### src/rtl/aport_pkg.sv
package aport_pkg;
  localparam int ADDR_W = 2;
  localparam logic [ADDR_W-1:0] ADDR_DATA = 2'd0;
  localparam logic [ADDR_W-1:0] ADDR_MODE = 2'd1;
  localparam logic [ADDR_W-1:0] ADDR_STAT = 2'd2;

  // mode register, bit 0 at the right
  typedef struct packed {
    logic stop2;
    logic parOdd;
    logic parEn;
    logic len7;
    logic rxEn;
    logic txEn;
  } mode_t;

  // control to datapath strobes
  typedef struct packed {
    logic txLoad;
    logic txNext;
    logic rxClear;
    logic rxData;
    logic rxPar;
    logic rxStop;
  } strobe_t;
endpackage

### src/rtl/aport_ctrl.sv
module aport_ctrl
  import aport_pkg::*;
#(
  parameter int DATA_W     = 8,
  parameter int OVERSAMPLE = 16
) (
  input  logic    clk,
  input  logic    rstN,
  input  logic    baudTick,
  input  logic    dataWr,
  input  logic    rxBit,
  input  mode_t   mode,
  output logic    txBusy,
  output strobe_t strb
);
  localparam int CNT_W = $clog2(OVERSAMPLE);
  localparam int IDX_W = $clog2(DATA_W + 4);
  localparam logic [CNT_W-1:0] CNT_LAST = CNT_W'(OVERSAMPLE - 1);
  localparam logic [CNT_W-1:0] CNT_MID  = CNT_W'(OVERSAMPLE / 2 - 1);

  logic [CNT_W-1:0] txCnt, rxCnt;
  logic [IDX_W-1:0] txIdx, rxIdx, txLast, rxLast, dataBits;
  logic rxBusy, txStart, txBitEnd, rxMid;

  always_comb begin
    dataBits = IDX_W'(DATA_W) - IDX_W'(mode.len7);
    rxLast   = dataBits + IDX_W'(mode.parEn) + IDX_W'(1);
    txLast   = rxLast + IDX_W'(mode.stop2);
  end

  assign txStart  = dataWr && mode.txEn && !txBusy;
  assign txBitEnd = txBusy && baudTick && (txCnt == CNT_LAST);
  assign rxMid    = rxBusy && baudTick && (rxCnt == CNT_MID);

  // transmit sequencing
  always_ff @(posedge clk) begin
    if (!rstN) begin
      txBusy <= 1'b0;
      txCnt  <= '0;
      txIdx  <= '0;
    end else if (txStart) begin
      txBusy <= 1'b1;
      txCnt  <= '0;
      txIdx  <= '0;
    end else if (txBusy && baudTick) begin
      txCnt <= txCnt + 1'b1;
      if (txCnt == CNT_LAST) begin
        if (txIdx == txLast) txBusy <= 1'b0;
        else                 txIdx  <= txIdx + 1'b1;
      end
    end
  end

  // receive sequencing: detecting tick is sample 0 of the start bit
  always_ff @(posedge clk) begin
    if (!rstN) begin
      rxBusy <= 1'b0;
      rxCnt  <= '0;
      rxIdx  <= '0;
    end else if (!rxBusy) begin
      if (strb.rxClear) begin
        rxBusy <= 1'b1;
        rxCnt  <= CNT_W'(1);
        rxIdx  <= '0;
      end
    end else if (baudTick) begin
      rxCnt <= rxCnt + 1'b1;
      if (rxCnt == CNT_LAST) rxIdx <= rxIdx + 1'b1;
      if (rxMid && (((rxIdx == '0) && rxBit) || (rxIdx == rxLast))) rxBusy <= 1'b0;
    end
  end

  always_comb begin
    strb.txLoad  = txStart;
    strb.txNext  = txBitEnd && (txIdx != txLast);
    strb.rxClear = !rxBusy && baudTick && mode.rxEn && !rxBit;
    strb.rxData  = rxMid && (rxIdx != '0) && (rxIdx <= dataBits);
    strb.rxPar   = rxMid && mode.parEn && (rxIdx == dataBits + IDX_W'(1));
    strb.rxStop  = rxMid && (rxIdx == rxLast);
  end
endmodule

### src/rtl/aport_dp.sv
module aport_dp
  import aport_pkg::*;
#(
  parameter int DATA_W = 8
) (
  input  logic              clk,
  input  logic              rstN,
  input  logic              busWr,
  input  logic              busRd,
  input  logic [ADDR_W-1:0] busAddr,
  input  logic [DATA_W-1:0] busWdata,
  output logic [DATA_W-1:0] busRdata,
  input  logic              rxLine,
  output logic              txLine,
  input  strobe_t           strb,
  input  logic              txBusy,
  output logic              rxBit,
  output logic              dataWr,
  output mode_t             modeQ
);
  localparam int FRAME_W = DATA_W + 4;

  logic [FRAME_W-1:0] txFrame;
  logic [1:0]         rxSync;
  logic [DATA_W-1:0]  rxShift, rxBuf;
  logic rxAcc, parBad, errPar, errFrm, errOvr, rxFull;
  logic dataRd, statRd;

  function automatic logic [FRAME_W-1:0] buildFrame(input logic [DATA_W-1:0] d, input mode_t m);
    logic [FRAME_W-1:0] f;
    logic p;
    f    = '1;
    f[0] = 1'b0;
    p    = m.parOdd;
    for (int i = 0; i < DATA_W; i++) begin
      if (!(m.len7 && (i == DATA_W - 1))) begin
        f[i+1] = d[i];
        p      = p ^ d[i];
      end
    end
    if (m.parEn) f[DATA_W + 1 - int'(m.len7)] = p;
    return f;
  endfunction

  assign dataWr = busWr && (busAddr == ADDR_DATA);
  assign dataRd = busRd && (busAddr == ADDR_DATA);
  assign statRd = busRd && (busAddr == ADDR_STAT);
  assign rxBit  = rxSync[1];
  assign txLine = txBusy ? txFrame[0] : 1'b1;

  always_ff @(posedge clk) begin
    if (!rstN) begin
      modeQ   <= '0;
      txFrame <= '1;
      rxSync  <= 2'b11;
    end else begin
      rxSync <= {rxSync[0], rxLine};
      if (busWr && (busAddr == ADDR_MODE)) modeQ <= mode_t'(busWdata[5:0]);
      if (strb.txLoad)      txFrame <= buildFrame(busWdata, modeQ);
      else if (strb.txNext) txFrame <= {1'b1, txFrame[FRAME_W-1:1]};
    end
  end

  always_ff @(posedge clk) begin
    if (!rstN) begin
      rxShift <= '0;
      rxBuf   <= '0;
      rxAcc   <= 1'b0;
      parBad  <= 1'b0;
    end else begin
      if (strb.rxClear) begin
        rxAcc  <= 1'b0;
        parBad <= 1'b0;
      end
      if (strb.rxData) begin
        rxShift <= {rxBit, rxShift[DATA_W-1:1]};
        rxAcc   <= rxAcc ^ rxBit;
      end
      if (strb.rxPar) parBad <= rxAcc ^ rxBit ^ modeQ.parOdd;
      if (strb.rxStop) rxBuf <= modeQ.len7 ? {1'b0, rxShift[DATA_W-1:1]} : rxShift;
    end
  end

  always_ff @(posedge clk) begin
    if (!rstN) begin
      errPar <= 1'b0;
      errFrm <= 1'b0;
      errOvr <= 1'b0;
      rxFull <= 1'b0;
    end else begin
      if (statRd) begin
        errPar <= 1'b0;
        errFrm <= 1'b0;
        errOvr <= 1'b0;
      end
      if (dataRd) rxFull <= 1'b0;
      if (strb.rxStop) begin
        rxFull <= 1'b1;
        if (parBad)            errPar <= 1'b1;
        if (!rxBit)            errFrm <= 1'b1;
        if (rxFull && !dataRd) errOvr <= 1'b1;
      end
    end
  end

  always_comb begin
    busRdata = '0;
    if (busRd) begin
      unique case (busAddr)
        ADDR_DATA: busRdata      = rxBuf;
        ADDR_MODE: busRdata[5:0] = modeQ;
        ADDR_STAT: busRdata[4:0] = {rxFull, txBusy, errOvr, errFrm, errPar};
        default:   busRdata      = '0;
      endcase
    end
  end
endmodule

### src/rtl/aport_top.sv
module aport_top
  import aport_pkg::*;
#(
  parameter int DATA_W     = 8,
  parameter int OVERSAMPLE = 16
) (
  input  logic              clk,
  input  logic              rstN,
  input  logic              baudTick,
  input  logic [ADDR_W-1:0] busAddr,
  input  logic              busWr,
  input  logic              busRd,
  input  logic [DATA_W-1:0] busWdata,
  output logic [DATA_W-1:0] busRdata,
  input  logic              rxLine,
  output logic              txLine
);
  strobe_t strb;
  mode_t   modeQ;
  logic    txBusy, rxBit, dataWr;

  aport_ctrl #(.DATA_W(DATA_W), .OVERSAMPLE(OVERSAMPLE)) u_ctrl (
    .clk(clk), .rstN(rstN), .baudTick(baudTick), .dataWr(dataWr),
    .rxBit(rxBit), .mode(modeQ), .txBusy(txBusy), .strb(strb)
  );

  aport_dp #(.DATA_W(DATA_W)) u_dp (
    .clk(clk), .rstN(rstN), .busWr(busWr), .busRd(busRd), .busAddr(busAddr),
    .busWdata(busWdata), .busRdata(busRdata), .rxLine(rxLine), .txLine(txLine),
    .strb(strb), .txBusy(txBusy), .rxBit(rxBit), .dataWr(dataWr), .modeQ(modeQ)
  );
endmodule

### config.mk
export PLATFORM = sky130hd
export DESIGN_NAME = aport_top
export DESIGN_NICKNAME = d
export VERILOG_FILES = /design/src/rtl/aport_pkg.sv /design/src/rtl/aport_ctrl.sv /design/src/rtl/aport_dp.sv /design/src/rtl/aport_top.sv
export SDC_FILE = /design/constraint.sdc
export NUM_CORES = 1
export LEC_CHECK = 0
export BUFFER_PORTS_ARGS = -buffer_cell sky130_fd_sc_hd__buf_4
export CAP_MARGIN = 10
export CORE_ASPECT_RATIO = 0.7
export CORE_UTILIZATION = 50
export CTS_BUF_LIST = sky130_fd_sc_hd__clkbuf_4 sky130_fd_sc_hd__clkbuf_8 sky130_fd_sc_hd__clkbuf_16
export CTS_CLUSTER_SIZE = 24
export DETAILED_ROUTE_END_ITERATION = 10
export GPL_TIMING_DRIVEN = 0
export PLACE_DENSITY = 0.69
export SLEW_MARGIN = 25
export SYNTH_ARGS = -nofsm -noshare
export SYNTH_HDL_FRONTEND = slang
export SYNTH_SLANG_ARGS = --single-unit
### constraint.sdc
create_clock -name clk -period 3.2 [get_ports clk]
set_input_delay 0 -clock clk [delete_from_list [all_inputs] [get_ports clk]]
set_output_delay 0 -clock clk [all_outputs]
set_load 0.03 [all_outputs]
# Word level (Yosys, flattened, before mapping)
# Index checks and enable logic that the tools add are counted.
dict set report classes {
  n_addsub 10
  n_mul 0
  n_div 0
  order_cmp 3
  eq_ne 11
  n_shift 0
  mux 75
  bitwise_logic 12
  reduce_logical 44
}
# op n
set ops {}
lappend ops {{1-bit two-way mux} 58}
lappend ops {{12-bit two-way mux} 3}
lappend ops {{32-bit by 1-bit greater-or-equal comparator with 1-bit output, second input constant} 1}
lappend ops {{32-bit by 6-bit < comparator with 1-bit output, second input constant} 1}
lappend ops {{4-bit two-way mux} 7}
lappend ops {{4-bit by 1-bit adder with 4-bit output, second input constant} 6}
lappend ops {{1-bit logical AND} 23}
lappend ops {{8-bit two-way mux} 2}
lappend ops {{2-bit nonzero test} 8}
lappend ops {{5-bit one-hot mux with 3 select lines} 1}
lappend ops {{12-bit bitwise mux} 1}
lappend ops {{4-bit equality test} 3}
lappend ops {{1-bit XOR} 10}
lappend ops {{3-bit AND reduction} 3}
lappend ops {{4-bit by 1-bit adder with 4-bit output} 2}
lappend ops {{4-bit equality test, second input constant} 2}
lappend ops {{4-bit by 1-bit subtractor with 5-bit output, first input constant} 1}
lappend ops {{1-bit demux with 4-bit select} 1}
lappend ops {{4-bit by 3-bit equality test with 1-bit output, second input constant} 1}
lappend ops {{4-bit <= comparator} 1}
lappend ops {{1-bit zero test} 4}
lappend ops {{4-bit zero test} 1}
lappend ops {{2-bit != test, second input constant} 2}
lappend ops {{4-bit != test} 1}
lappend ops {{other kinds (11)} 12}
dict set report word_totals {
  reg_bits 60
  latch_bits 0
  mem_bits_rw 0
  rom_bits 0
  in_bits 16
  output_inout_bits 9
  wordCells 177
  mem_count 0
}

# Depth between registers and ports, before layout
# Gate-level depths: netlist of run 1.
dict set report depth {
  depth_word 31
  mapped_depth 13
  ltp_nobuf 10
}

# Modules after synthesis
# From an unflattened synthesis of run 1, not the netlist that was laid out.
dict set report hier_totals {
  hier_cells 334
  area_unflattened_um2 3110.5
}
# mod instances cells_each area_each_um2 seq_area_each_um2
set modules_own_cells {}
lappend modules_own_cells {aport_dp 1 200 1935.6 800.8}
lappend modules_own_cells {aport_ctrl 1 134 1174.9 360.3}

# Least setup slack after synthesis of run 1
# Ideal clock, no wire load.
dict set report synth_path {
  kind {register to register}
  from {register u_dp.modeQ[2] (netlist name)}
  to {register u_dp.txFrame[1]}
  setup_time_ps 122
  t_arrival_ps 2741
  t_required_ps 3078
  setup_slack_ps 337
  path_stages_with_launch 13
  path_buffers 3
  synth_period_minus_slack_ps 2863
  path_cell_list {dfxtp_1 -> buf_2 -> clkbuf_1 -> inv_1 -> ha_1 -> inv_1 -> ha_1 -> ha_1 -> xnor2_1 -> xnor2_2 -> buf_2 -> o21ai_0 -> o32a_1}
}
dict set report synth_between {
  elab_chain_cells 8
  elab_cells_between_ends 19
  classes_between {5 x add/sub; 2 x order compare; 1 x eq/ne; 8 x mux; 3 x reduce/logical}
}
# item line_no
set synth_rtl {}
lappend synth_rtl {{branches (longest 8 deep; another with 4-bit by 1-bit subtractor with 4-bit output)} -}
lappend synth_rtl {{end signal, assigned} aport_dp.sv:59} ;# if (strb.txLoad) txFrame <= buildFrame(busWdata, modeQ);
lappend synth_rtl {{end signal, assigned} aport_dp.sv:60} ;# else if (strb.txNext) txFrame <= {1'b1, txFrame[FRAME_W-1:1]};
lappend synth_rtl {{end, declared} aport_dp.sv:23} ;# logic [FRAME_W-1:0] txFrame;
# Parallel ways; which one is timed is not known. The select of a mux whose other input is x is not followed.
# A chain may end at the register's enable or synchronous reset.

# Final worst setup path of run 1
dict set report layout_path {
  from {register u_dp.modeQ[2] (netlist name)}
  to {register u_dp.txFrame[8]}
}
dict set report layout_between {
  elab_chain_cells 8
  elab_cells_between_ends 22
  classes_between {5 x add/sub; 2 x order compare; 1 x eq/ne; 11 x mux; 3 x reduce/logical}
}
# item
set layout_rtl {}
lappend layout_rtl {{branches (longest 8 deep; another with 4-bit by 1-bit subtractor with 4-bit output)}}
# Parallel ways; which one is timed is not known. The select of a mux whose other input is x is not followed.

==> out/metrics.cfg, run 1 <==
[clocking]
cts_buffers = 9
clk_latency_ns = 0.35
cts_root_buffer = clkbuf_8
cts.sink_count = 58
ctsLongestPathBuffers = 2
cts_tree = built
htree_levels = 3
clk_transition_reported_paths_ns = 0.06

[yosys]
synth_area_um2 = 3243
syn_area_per_cell_um2 = 8.648
synth-seq-cells = 58
syn_nets = 405
yosysSeqAreaShare_pct = 35.80
synthArstFlopShare_pct = 0
synth-edff-count = 0
yosys_warnings = 0
synthFlopType = dfxtp_1
netlist_instances = 375
synth_cell_types = 58

[detailed_routing]
drtIter0Drc = 214
vias = 2892
viasPerCell = 5.750
wire_per_inst_um = 16.09
antenna_left = 0
wirelength_mm = 8.094
drtPass1Iterations = 7
drcViolationCount = 0

[power_and_ir_drop]
p_leak_nw = 1.578
vdd.ir_drop.worst_mv = 0.2211
power.density_nw_per_um2 = 413.0

[placement]
gp_congestion = 0.8062
io_buffers = 22
post-dp-hpwl_mm = 5.639

[timing]
skew_ns = 0.008278
finalSetupViolations = 0
drv_slew = 0
fmax_mhz = 333.8
slew_headroom_pct = 45.64
setup_tns_ns = 0
worst_pin_slew_ns = 0.8086
post-route-period-util_pct = 93.62
finalHoldViolCount = 0
min_period_ns = 2.996

[worst_setup_path]
r2r_start = u_dp.modeQ[2]$_SDFFE_PN0P_
critPathKind = reg -> reg
cp_slowest_cell = dfxtp_1
worstSetupStartpointType = flip-flop
path_max_fanout = 10
endpoint_kind = flip-flop
cp.arrival_ns = 3.22
reg2reg_setup_slack_ns = 0.20
crit_end = u_dp.txFrame[8]$_SDFFE_PN1P_
required_ns = 3.43
slowest_delay_ns = 0.38
cp_common_cell = ha_1
worstPathCellList = buf_2 > clkbuf_4 > inv_1 > ha_1 > inv_1 > ha_1 > ha_1 > xnor2_2 > xnor2_2 > clkbuf_4 > o21ai_0 > o32a_1
startpoint = u_dp.modeQ[2]$_SDFFE_PN0P_
r2r_cells = 12
reg2reg_to = u_dp.txFrame[8]$_SDFFE_PN1P_

[global_route]
globalRouteOverflowTotal = 0
grt_pass1_wl_mm = 13.55
grtUsageTotal_pct = 25.26
grt_pass1_vias = 2820
grt_max_degree = 11
antenna_found_initial = 0

[run]
max_cap_viol_count = 0

[min_path]
holdCritPathClass = in -> reg

[finish]
area_growth_pct = 18.71
fin_nets = 450
antenna_cells = 0
fin_util_pct = 61.64
drive_gt1_share_pct = 16.94

[floorplan]
die_w_um = 98.26
dieArea_um2 = 6817
ios = 25
die_y_um = 69.38
core_um2 = 6246
rows = 24
initial_utilization_pct = 51.92

[outcome]
status = complete, no violations

cell usage in the layout (no fill, tap or decap), types with 6 or more instances in the layout:
| cell | Yosys | routed |
|---|---|---|
| dfxtp_1 | 58 | 58 |
| nand2_1 | 42 | 42 |
| nor2_1 | 29 | 29 |
| o21ai_0 | 25 | 25 |
| buf_4 | 0 | 24 |
| a21oi_1 | 22 | 22 |
| mux2i_1 | 20 | 20 |
| nand3_1 | 18 | 18 |
| ha_1 | 13 | 13 |
| xnor2_1 | 13 | 12 |
| nand4_1 | 12 | 12 |
| clkbuf_8 | 0 | 11 |
| dlygate4sd3_1 | 0 | 11 |
| xor2_1 | 10 | 10 |
| and2_1 | 9 | 9 |
| inv_1 | 9 | 9 |
| o21ai_1 | 8 | 8 |
| o32a_1 | 8 | 8 |
| nand2b_1 | 7 | 7 |
| mux2_2 | 7 | 7 |
| buf_2 | 8 | 6 |
through the flow:
step	cell area (um2)	std cells	setup WS, ns	hold WS [ns]	power (W)
after floorplan	3243	375	0.3373	0.07304	0.0008271
after global placement	3506	475	-0.2028	0.1983	0.0008687
after detailed placement	3506	475	-0.2823	0.1996	0.0008707
after CTS	3834	503	0.1039	0.02826	0.001598
after global routing	3850	503	-0.003881	0.06513	0.001651
final	3850	503	0.2041	0.04139	0.001590
state kept, by name (all words and copies together), names as in the netlist, 2 cells and up:
name / count
u_ctrl.rxCnt: 4
u_ctrl.txIdx: 4
u_dp.txFrame: 10
u_ctrl.rxIdx: 4
u_dp.rxShift: 8
u_dp.rxBuf: 8
u_dp.modeQ: 6
u_ctrl.txCnt: 4
u_dp.rxSync: 2
critical path, delay by kind of cell, from the launching register on:
kind	cells	cell delay (ns)
DFF	1	0.38
adders and majority gates	3	0.73
AOI/OAI and AO/OA	2	0.44
buffers and inverters	5	0.93
xor gates and xnor gates	2	0.41
worst min-delay path by stage:
stage,slack [ns],start,to,cells past startpoint
2_1_floorplan,0.07,rstN,u_dp.rxSync[1]$_SDFF_PN1_,1
3_3_place_gp,0.20,rxLine,u_dp.rxSync[0]$_SDFF_PN1_,2
3_5_place_dp,0.20,rxLine,u_dp.rxSync[0]$_SDFF_PN1_,2
4_1_cts,0.03,busRd,u_dp.rxFull$_SDFFE_PN0P_,4
5_1_grt,0.07,baudTick,u_ctrl.txCnt[1]$_SDFFE_PP0P_,4
6_report,0.04,busRd,u_dp.rxFull$_SDFFE_PN0P_,4
per-layer routing:
metal  track usage [%]  wire, um  share of wire, %  vias to the layer above
met2             36.38      3338                41                       77
met4             7.960        81               1.0                        0
met3             6.149       497               6.1                        7
li1                  -         -                 -                     1428
met1             36.94      4177                52                     1380
met5                 0         0                 0                        -
kinds of logic (layout without fill, tap and decap cells):
group / after synthesis / after routing / share of synthesized area, %
adder cells (fa/ha/maj): 14 / 14 / 5.633
XOR/XNOR: 24 / 24 / 6.713
AO/OA/AOI/OAI: 78 / 78 / 14.82
flip-flops: 58 / 58 / 35.80
multiplexers: 27 / 27 / 8.603
buffers and inverters: 29 / 79 / 4.630
AND/OR/NAND/NOR: 145 / 145 / 23.80
report_power, final:
part	internal (W)	total (W)	switching [W]	leakage (nW)
combinational	0.0000627	0.000136	0.0000735	0.998
clock	0.000428	0.000721	0.000293	0.111
sequential	0.000726	0.000733	0.00000637	0.468
area by class of cell:
cell class | count | area (um2)
Fill cell | 555 | 2396
Multi-Input combinational cell | 288 | 1939
Sequential cell | 58 | 1161
Timing Repair Buffer | 34 | 282.8
Clock buffer | 14 | 173.9
Buffer | 19 | 122.6
Tap cell | 78 | 97.59
Inverter | 10 | 37.54
Clock inverter | 2 | 35.03
cells in the mapped netlist (all sizes together), types with 3 or more instances:
library cell	instances	area, um2
nand4	13	87.58
nand2	43	177.7
dfxtp	58	1161
and3	4	31.28
ha	13	162.7
o32a	8	80.08
mux2i	20	200.2
mux2	7	78.83
xor2	10	87.58
a21oi	22	110.1
buf	12	86.33
inv	9	33.78
nand2b	7	43.79
a2bb2oi	3	26.28
clkbuf	7	26.28
xnor2	14	130.1
and2	9	56.30
nor3	3	20.02
nand3	18	90.09
o21ai	33	165.2
nor2	30	115.1
what timing repair did:
action,in CTS,in global routing
resized for setup,1,8
setup buffers,1,0
hold endpoints to repair,17,0
pin swaps,1,1
hold buffers,11,0
setup endpoints to repair,15,11
Power figures use the tool's default switching activity.
==> run 2: changes to the inputs <==
CORE_ASPECT_RATIO = 1.1   (was 0.7)
==> run 2 against run 1 <==
Effect of this change:
- clock skew fell by 0.00094 ns
- count of clock-buffer cells in the layout fell by 2
- critical endpoint is now u_dp.txFrame[1]$_SDFFE_PN1P_
- final area shrank 0.84%
- worst setup slack got worse by 0.0039 ns
- routed wire length is 4.0% lower
- clock power decreased by 15%
- fmax fell by 0.13%
- sequential power about the same
- flip-flop and latch count unchanged
==> out/metrics.cfg, run 2 (same netlist as run 1, synthesis figures left out) <==
[placement]
gp_congestion = 0.8503  ; +5.5%
placed_cell_area_um2 = 3508  ; about the same
io_buffers = 22  ; unchanged
post-dp-hpwl_mm = 5.506  ; -2.4%
place_ws_ns = -0.2534  ; +0.02890 ns

[clocking]
clk_latency_ns = 0.34  ; about the same
cts.sink_count = 58  ; unchanged
cts_tree = built
clk_transition_reported_paths_ns = 0.06  ; about the same
cts_root_buffer = clkbuf_8
cts_buffers = 9  ; unchanged
htree_levels = 3  ; unchanged
ctsLongestPathBuffers = 2  ; unchanged

[power_and_ir_drop]
power.switching_w = 0.0003661  ; -1.9%
p_int_w = 0.001113  ; -8.5%
sequentialPowerShare_pct = 49.5  ; +3.4 points
pwr-share-comb_pct = 9.2  ; +0.6 points
power.density_nw_per_um2 = 387.5  ; -6.2%
p_leak_nw = 1.567  ; -0.67%
netSwitchingFraction_pct = 24.75  ; +1.3 points
power_frac_clock_pct = 41.3  ; -4.0 points
vdd.ir_drop.worst_mv = 0.2079  ; -6.0%

[finish]
regArea_um2 = 1161  ; unchanged
multi_input_area_um2 = 1939  ; unchanged
design_area_um2 = 3817  ; -0.84%
mostFrequentLayoutCells = 58 x dfxtp_1, 42 x nand2_1, 29 x nor2_1
layout_commonest_cell = dfxtp_1
antenna_cells = 0  ; unchanged
area_growth_pct = 17.71
fin_util_pct = 61.27  ; -0.37 points
fillers = 586  ; +5.6%
drive_gt1_share_pct = 16.75  ; -0.20 points
fin_nets = 450  ; unchanged
top_regs = u_dp.txFrame x10, u_dp.rxBuf x8, u_dp.rxShift x8
top_register = u_dp.txFrame
largest_reg_flops = 10  ; unchanged

[worst_setup_path]
r2r_cells = 12  ; unchanged
worstSetupStartpointType = flip-flop
cp.arrival_ns = 3.23  ; about the same
crit_end = u_dp.txFrame[1]$_SDFFE_PN1P_
reg2reg_to = u_dp.txFrame[1]$_SDFFE_PN1P_
required_ns = 3.43  ; about the same
endpoint_kind = flip-flop
critPathKind = reg -> reg
startpoint = u_dp.modeQ[2]$_SDFFE_PN0P_
reg2reg_setup_slack_ns = 0.20  ; about the same
r2r_start = u_dp.modeQ[2]$_SDFFE_PN0P_
path_max_fanout = 10  ; unchanged

[detailed_routing]
wirelength_mm = 7.767  ; -4.0%
antenna_left = 0  ; unchanged
viasPerCell = 5.583  ; -2.9%
wire_per_inst_um = 15.41  ; -4.2%
drcViolationCount = 0  ; unchanged
vias = 2814  ; -2.7%
drtIter0Drc = 176  ; -18%
drtPass1Iterations = 4  ; -3

[timing]
rsz0062_at_grt = false
fin_ws_ns = 0.2002  ; -0.003886 ns
min_period_ns = 3.000  ; +0.003886 ns
slew_headroom_pct = 48.32  ; +2.7 points
finalSetupViolations = 0  ; unchanged
drv_slew = 0  ; unchanged
worst_pin_slew_ns = 0.7688  ; -0.03989 ns
post-route-period-util_pct = 93.74  ; +0.12 points
skew_ns = 0.007338  ; -0.0009398 ns
finalHoldViolCount = 0  ; unchanged
fmax_mhz = 333.4  ; -0.13%

[floorplan]
initial_utilization_pct = 52.05  ; +0.13 points
core_um2 = 6231  ; -0.24%
dieArea_um2 = 6813  ; about the same
ios = 25  ; unchanged
rows = 30  ; +25%
die_w_um = 78.79  ; -20%
die_y_um = 86.47  ; +25%

[global_route]
grtUsageTotal_pct = 24.51  ; -0.75 points
grt_max_degree = 11  ; unchanged
grt_pass1_vias = 2746  ; -2.6%
globalRouteOverflowTotal = 0  ; unchanged
antenna_found_initial = 0  ; unchanged
grt_pass1_wl_mm = 12.85  ; -5.1%

[min_path]
holdCritPathClass = in -> reg
min_delay_path_depth = 4  ; unchanged

[run]
max_cap_viol_count = 0  ; unchanged

[outcome]
status = complete, no violations

==> run 2: changes by cell type in the layout (fill, tap and decap cells not counted), sizes merged <==
cell / previous run / this run
clkbuf: 22 / 21
bufinv: 1 / 0
clkinv: 2 / 4
buf: 34 / 33
==> run 2: cell type report <==
class	count	area share (%)
repair buffers	34	7.407
well taps	80	2.622
clock inverters	3	0.3933
clock buffers	12	4.163
flip-flops and latches	58	30.42
plain buffers	19	3.212
inverters	10	0.9833
multi-input cells	288	50.80
==> run 2: repair_timing <==
| item | CTS | global route |
|---|---|---|
| gates resized for setup | 1 | 7 |
| endpoints found under the hold margin | 17 | 0 |
| pin swaps | 1 | 1 |
| endpoints found under the setup margin | 15 | 12 |
| hold buffers | 11 | 0 |
| setup buffers | 1 | 0 |
==> run 2: worst min-delay path by stage <==
| stage | from | end | slack (ns) |
|---|---|---|---|
| 6_report | baudTick | u_ctrl.txCnt[1]$_SDFFE_PP0P_ | 0.03 |
| 5_1_grt | baudTick | u_ctrl.txCnt[1]$_SDFFE_PP0P_ | 0.07 |
| 2_1_floorplan | rstN | u_dp.rxSync[1]$_SDFF_PN1_ | 0.07 |
| 3_3_place_gp | rxLine | u_dp.rxSync[0]$_SDFF_PN1_ | 0.19 |
| 3_5_place_dp | rxLine | u_dp.rxSync[0]$_SDFF_PN1_ | 0.19 |
| 4_1_cts | baudTick | u_ctrl.txCnt[1]$_SDFFE_PP0P_ | 0.01 |
==> run 2: critical path, cell delays in order (launching register included) <==
cell      delay (ns)
dfxtp_1         0.38
clkbuf_4        0.21
clkbuf_4        0.22
inv_1           0.14
ha_1            0.35
inv_1           0.05
ha_1            0.18
ha_1            0.19
xnor2_1         0.24
xnor2_2         0.20
buf_2           0.26
o21ai_0         0.12
o32a_1          0.33
==> run 2: power groups by stage <==
| stage | logic (W) | registers (W) | clock network, W |
|---|---|---|---|
| finish | 0.000135 | 0.000733 | 0.000611 |
| global route | 0.000147 | 0.000733 | 0.000652 |
| CTS | 0.000134 | 0.000732 | 0.000624 |
| detailed placement | 0.000122 | 0.000749 | 0 |
| global placement | 0.000121 | 0.000749 | 0 |
| floorplan | 0.0000810 | 0.000746 | 0 |
==> run 2: routing by layer <==
layer | vias up | share of wire [%] | global-route usage, %
met2 | 47 | 49 | 40.79
met1 | 1330 | 46 | 30.87
li1 | 1426 | - | -
met5 | - | 0 | 0
met3 | 11 | 3.3 | 3.684
met4 | 0 | 1.7 | 12.12
==> run 2: through the flow <==
stage	power [W]	hold WS [ns]	setup TNS, ns	cells
detailed placement	0.0008707	0.1935	-2.667	477
CTS	0.001490	0.01427	0	504
finish	0.001479	0.02666	0	504
floorplan	0.0008271	0.07304	0	375
global route	0.001531	0.06644	0	504
global placement	0.0008695	0.1852	-2.052	477
==> run 3: changes to the inputs <==
CELL_PAD_IN_SITES_DETAIL_PLACEMENT = 1   (was unset)
CELL_PAD_IN_SITES_GLOBAL_PLACEMENT = 2   (was unset)
CORE_UTILIZATION = 37   (was 50)
PLACE_DENSITY = 0.8   (was 0.69)
==> run 3 against run 2 <==
Effect of this change:
- power increased by 4.3%
- first-iteration DRC count decreased by 60%
- via count increased by 1.4%
- final area increased by 1.6%
- routed wire length increased by 15%
- critical endpoint is now u_dp.txFrame[5]$_SDFFE_PN1P_
- critical path type unchanged
- highest routed layer unchanged
- hold slack improved by 0.020 ns
- largest cell class unchanged
- clock power increased by 9.8%
- global-route usage decreased by 3.3 points
- sequential share of layout area decreased by 0.48 points
==> out/metrics.cfg, run 3 (same netlist as run 1, synthesis figures left out) <==
[outcome]
status = complete, no violations

[clocking]
clk_latency_ns = 0.35  ; about the same
clk_transition_reported_paths_ns = 0.07  ; about the same
cts_tree = built
ctsLongestPathBuffers = 2  ; unchanged
cts_buffers = 9  ; unchanged
cts_root_buffer = clkbuf_8
htree_levels = 3  ; unchanged
cts.sink_count = 58  ; unchanged

[worst_setup_path]
endpoint_kind = flip-flop
worstPathCellList = clkbuf_4 > clkbuf_4 > inv_1 > ha_1 > inv_1 > ha_1 > ha_1 > xnor2_2 > xnor2_2 > buf_2 > o21ai_0 > o32a_1
cp_slowest_cell = dfxtp_1
path_max_fanout = 10  ; unchanged
required_ns = 3.43  ; about the same
cp.arrival_ns = 3.25  ; +0.02 ns
r2r_cells = 12  ; unchanged
critPathKind = reg -> reg
r2r_start = u_dp.modeQ[2]$_SDFFE_PN0P_
cp_common_cell = ha_1
slowest_delay_ns = 0.38  ; about the same
reg2reg_setup_slack_ns = 0.19  ; about the same
worstSetupStartpointType = flip-flop
startpoint = u_dp.modeQ[2]$_SDFFE_PN0P_
reg2reg_to = u_dp.txFrame[5]$_SDFFE_PN1P_

[global_route]
grt_pass1_wl_mm = 14.99  ; +17%
grt_pass1_vias = 2897  ; +5.5%
globalRouteOverflowTotal = 0  ; unchanged
grt_max_degree = 11  ; unchanged
grtUsageTotal_pct = 21.19  ; -3.3 points
antenna_found_initial = 0  ; unchanged

[placement]
io_buffers = 22  ; unchanged
gp_congestion = 0.7276  ; -14%
post-dp-hpwl_mm = 6.417  ; +17%
place_ws_ns = -0.2792  ; -0.02578 ns

[power_and_ir_drop]
vdd.ir_drop.worst_mv = 0.1732  ; -17%
power.density_nw_per_um2 = 397.8  ; +2.7%
power_frac_clock_pct = 43.5  ; +2.2 points
pwr-share-comb_pct = 9.0  ; -0.2 points
sequentialPowerShare_pct = 47.5  ; -2.0 points
power_w = 0.001543  ; +4.3%
p_leak_nw = 1.567  ; about the same
p_int_w = 0.001152  ; +3.5%
netSwitchingFraction_pct = 25.33  ; +0.58 points
power.switching_w = 0.0003908  ; +6.8%

[finish]
top_regs = u_dp.txFrame x10, u_dp.rxBuf x8, u_dp.rxShift x8
antenna_cells = 0  ; unchanged
fin_nets = 451  ; +0.22%
fillers = 1009  ; +72%
largest_reg_flops = 10  ; unchanged
top_register = u_dp.txFrame
mostFrequentLayoutCells = 58 x dfxtp_1, 42 x nand2_1, 29 x nor2_1
drive_gt1_share_pct = 17.14  ; +0.39 points
layout_commonest_cell = dfxtp_1
fin_util_pct = 45.89  ; -15 points
area_growth_pct = 19.60

[floorplan]
ios = 25  ; unchanged
rows = 35  ; +17%
die_y_um = 100.2  ; +16%
core_um2 = 8452  ; +36%
dieArea_um2 = 9144  ; +34%
initial_utilization_pct = 38.37  ; -14 points
die_w_um = 91.27  ; +16%

[detailed_routing]
vias = 2853  ; +1.4%
drcViolationCount = 0  ; unchanged
wirelength_mm = 8.963  ; +15%
antenna_left = 0  ; unchanged
drtPass1Iterations = 4  ; unchanged
drtIter0Drc = 70  ; -60%
viasPerCell = 5.313  ; -4.8%
wire_per_inst_um = 16.69  ; +8.3%

[timing]
finalHoldViolCount = 0  ; unchanged
min_period_ns = 3.014  ; +0.01451 ns
slew_headroom_pct = 43.97  ; -4.4 points
finalSetupViolations = 0  ; unchanged
holdWs_ns = 0.04652  ; +0.01986 ns
fin_ws_ns = 0.1857  ; -0.01451 ns
skew_ns = 0.008286  ; +0.0009476 ns
rsz0062_at_grt = false
worst_pin_slew_ns = 0.8335  ; +0.06474 ns
drv_slew = 0  ; unchanged
post-route-period-util_pct = 94.20  ; +0.45 points
fmax_mhz = 331.8  ; -0.48%

[run]
max_cap_viol_count = 0  ; unchanged

[min_path]
holdCritStartpoint = baudTick
worstHoldEndpoint = u_ctrl.txCnt[1]$_SDFFE_PP0P_
min_delay_path_depth = 4  ; unchanged
holdCritPathClass = in -> reg

run 3: cell types whose count changed in the layout (fill, tap and decap cells not counted), sizes merged:
cell / change
clkinvlp: +1
bufinv: +1
clkinv: +1
clkbuf: -2
buf: +1
run 3: area by class of cell:
class / instances / area, um2 / share of cell area (%)
repair buffers: 35 / 290.3 / 7.484
multi-input cells: 288 / 1939 / 50.00
plain buffers: 19 / 122.6 / 3.161
flip-flops and latches: 58 / 1161 / 29.94
clock inverters: 6 / 57.56 / 1.484
well taps: 111 / 138.9 / 3.581
inverters: 10 / 37.54 / 0.9677
clock buffers: 10 / 131.4 / 3.387
run 3: repair_timing:
| item | 4_1_cts | 5_1_grt |
|---|---|---|
| endpoints found under the setup margin | 15 | 15 |
| pin swaps | 1 | 0 |
| resized for setup | 1 | 8 |
| hold endpoints to repair | 17 | 0 |
| hold buffers | 11 | 0 |
| buffers inserted | 2 | 0 |
run 3: critical path: cells and delay by family, from the launching register on:
kind / cells / cell delay [ns]
DFF: 1 / 0.38
AOI/OAI and AO/OA: 2 / 0.47
xor gates and xnor gates: 2 / 0.42
buffers and inverters: 5 / 0.90
adders and majority gates: 3 / 0.74
run 3: through the flow:
stage | TNS [ns] | instances | area, um2
detailed placement | -2.778 | 508 | 3547
finish | 0 | 537 | 3879
global placement | -2.787 | 508 | 3547
floorplan | 0 | 375 | 3243
CTS | 0 | 537 | 3862
global route | 0 | 537 | 3879
run 3: how the worst max path moves through the flow:
stage                                    to  slack [ns]  depth (start not counted)
4_1_cts        u_dp.txFrame[3]$_SDFFE_PN1P_        0.02                         11
3_5_place_dp   u_dp.txFrame[5]$_SDFFE_PN1P_       -0.28                         12
2_1_floorplan  u_dp.txFrame[1]$_SDFFE_PN1P_        0.34                         12
6_report       u_dp.txFrame[5]$_SDFFE_PN1P_        0.19                         12
5_1_grt        u_ctrl.txIdx[2]$_SDFFE_PP0P_        0.02                         13
3_3_place_gp   u_dp.txFrame[1]$_SDFFE_PN1P_       -0.25                         12
run 3: power groups by stage:
stage               clock network [W]  logic [W]  registers, W
floorplan                           0  0.0000810      0.000746
global placement                    0   0.000124      0.000749
detailed placement                  0   0.000126      0.000749
CTS                          0.000688   0.000139      0.000732
global route                 0.000728   0.000153      0.000733
finish                       0.000671   0.000139      0.000733
run 3: per-layer routing:
| layer | part of all wire (%) | routed length (um) | track usage [%] | vias to the layer above |
|---|---|---|---|---|
| met2 | 48 | 4346 | 36.36 | 29 |
| met5 | 0 | 0 | 0 | - |
| met1 | 47 | 4252 | 26.39 | 1384 |
| li1 | - | - | - | 1425 |
| met3 | 2.2 | 194 | 4.015 | 15 |
| met4 | 1.9 | 170 | 8.181 | 0 |
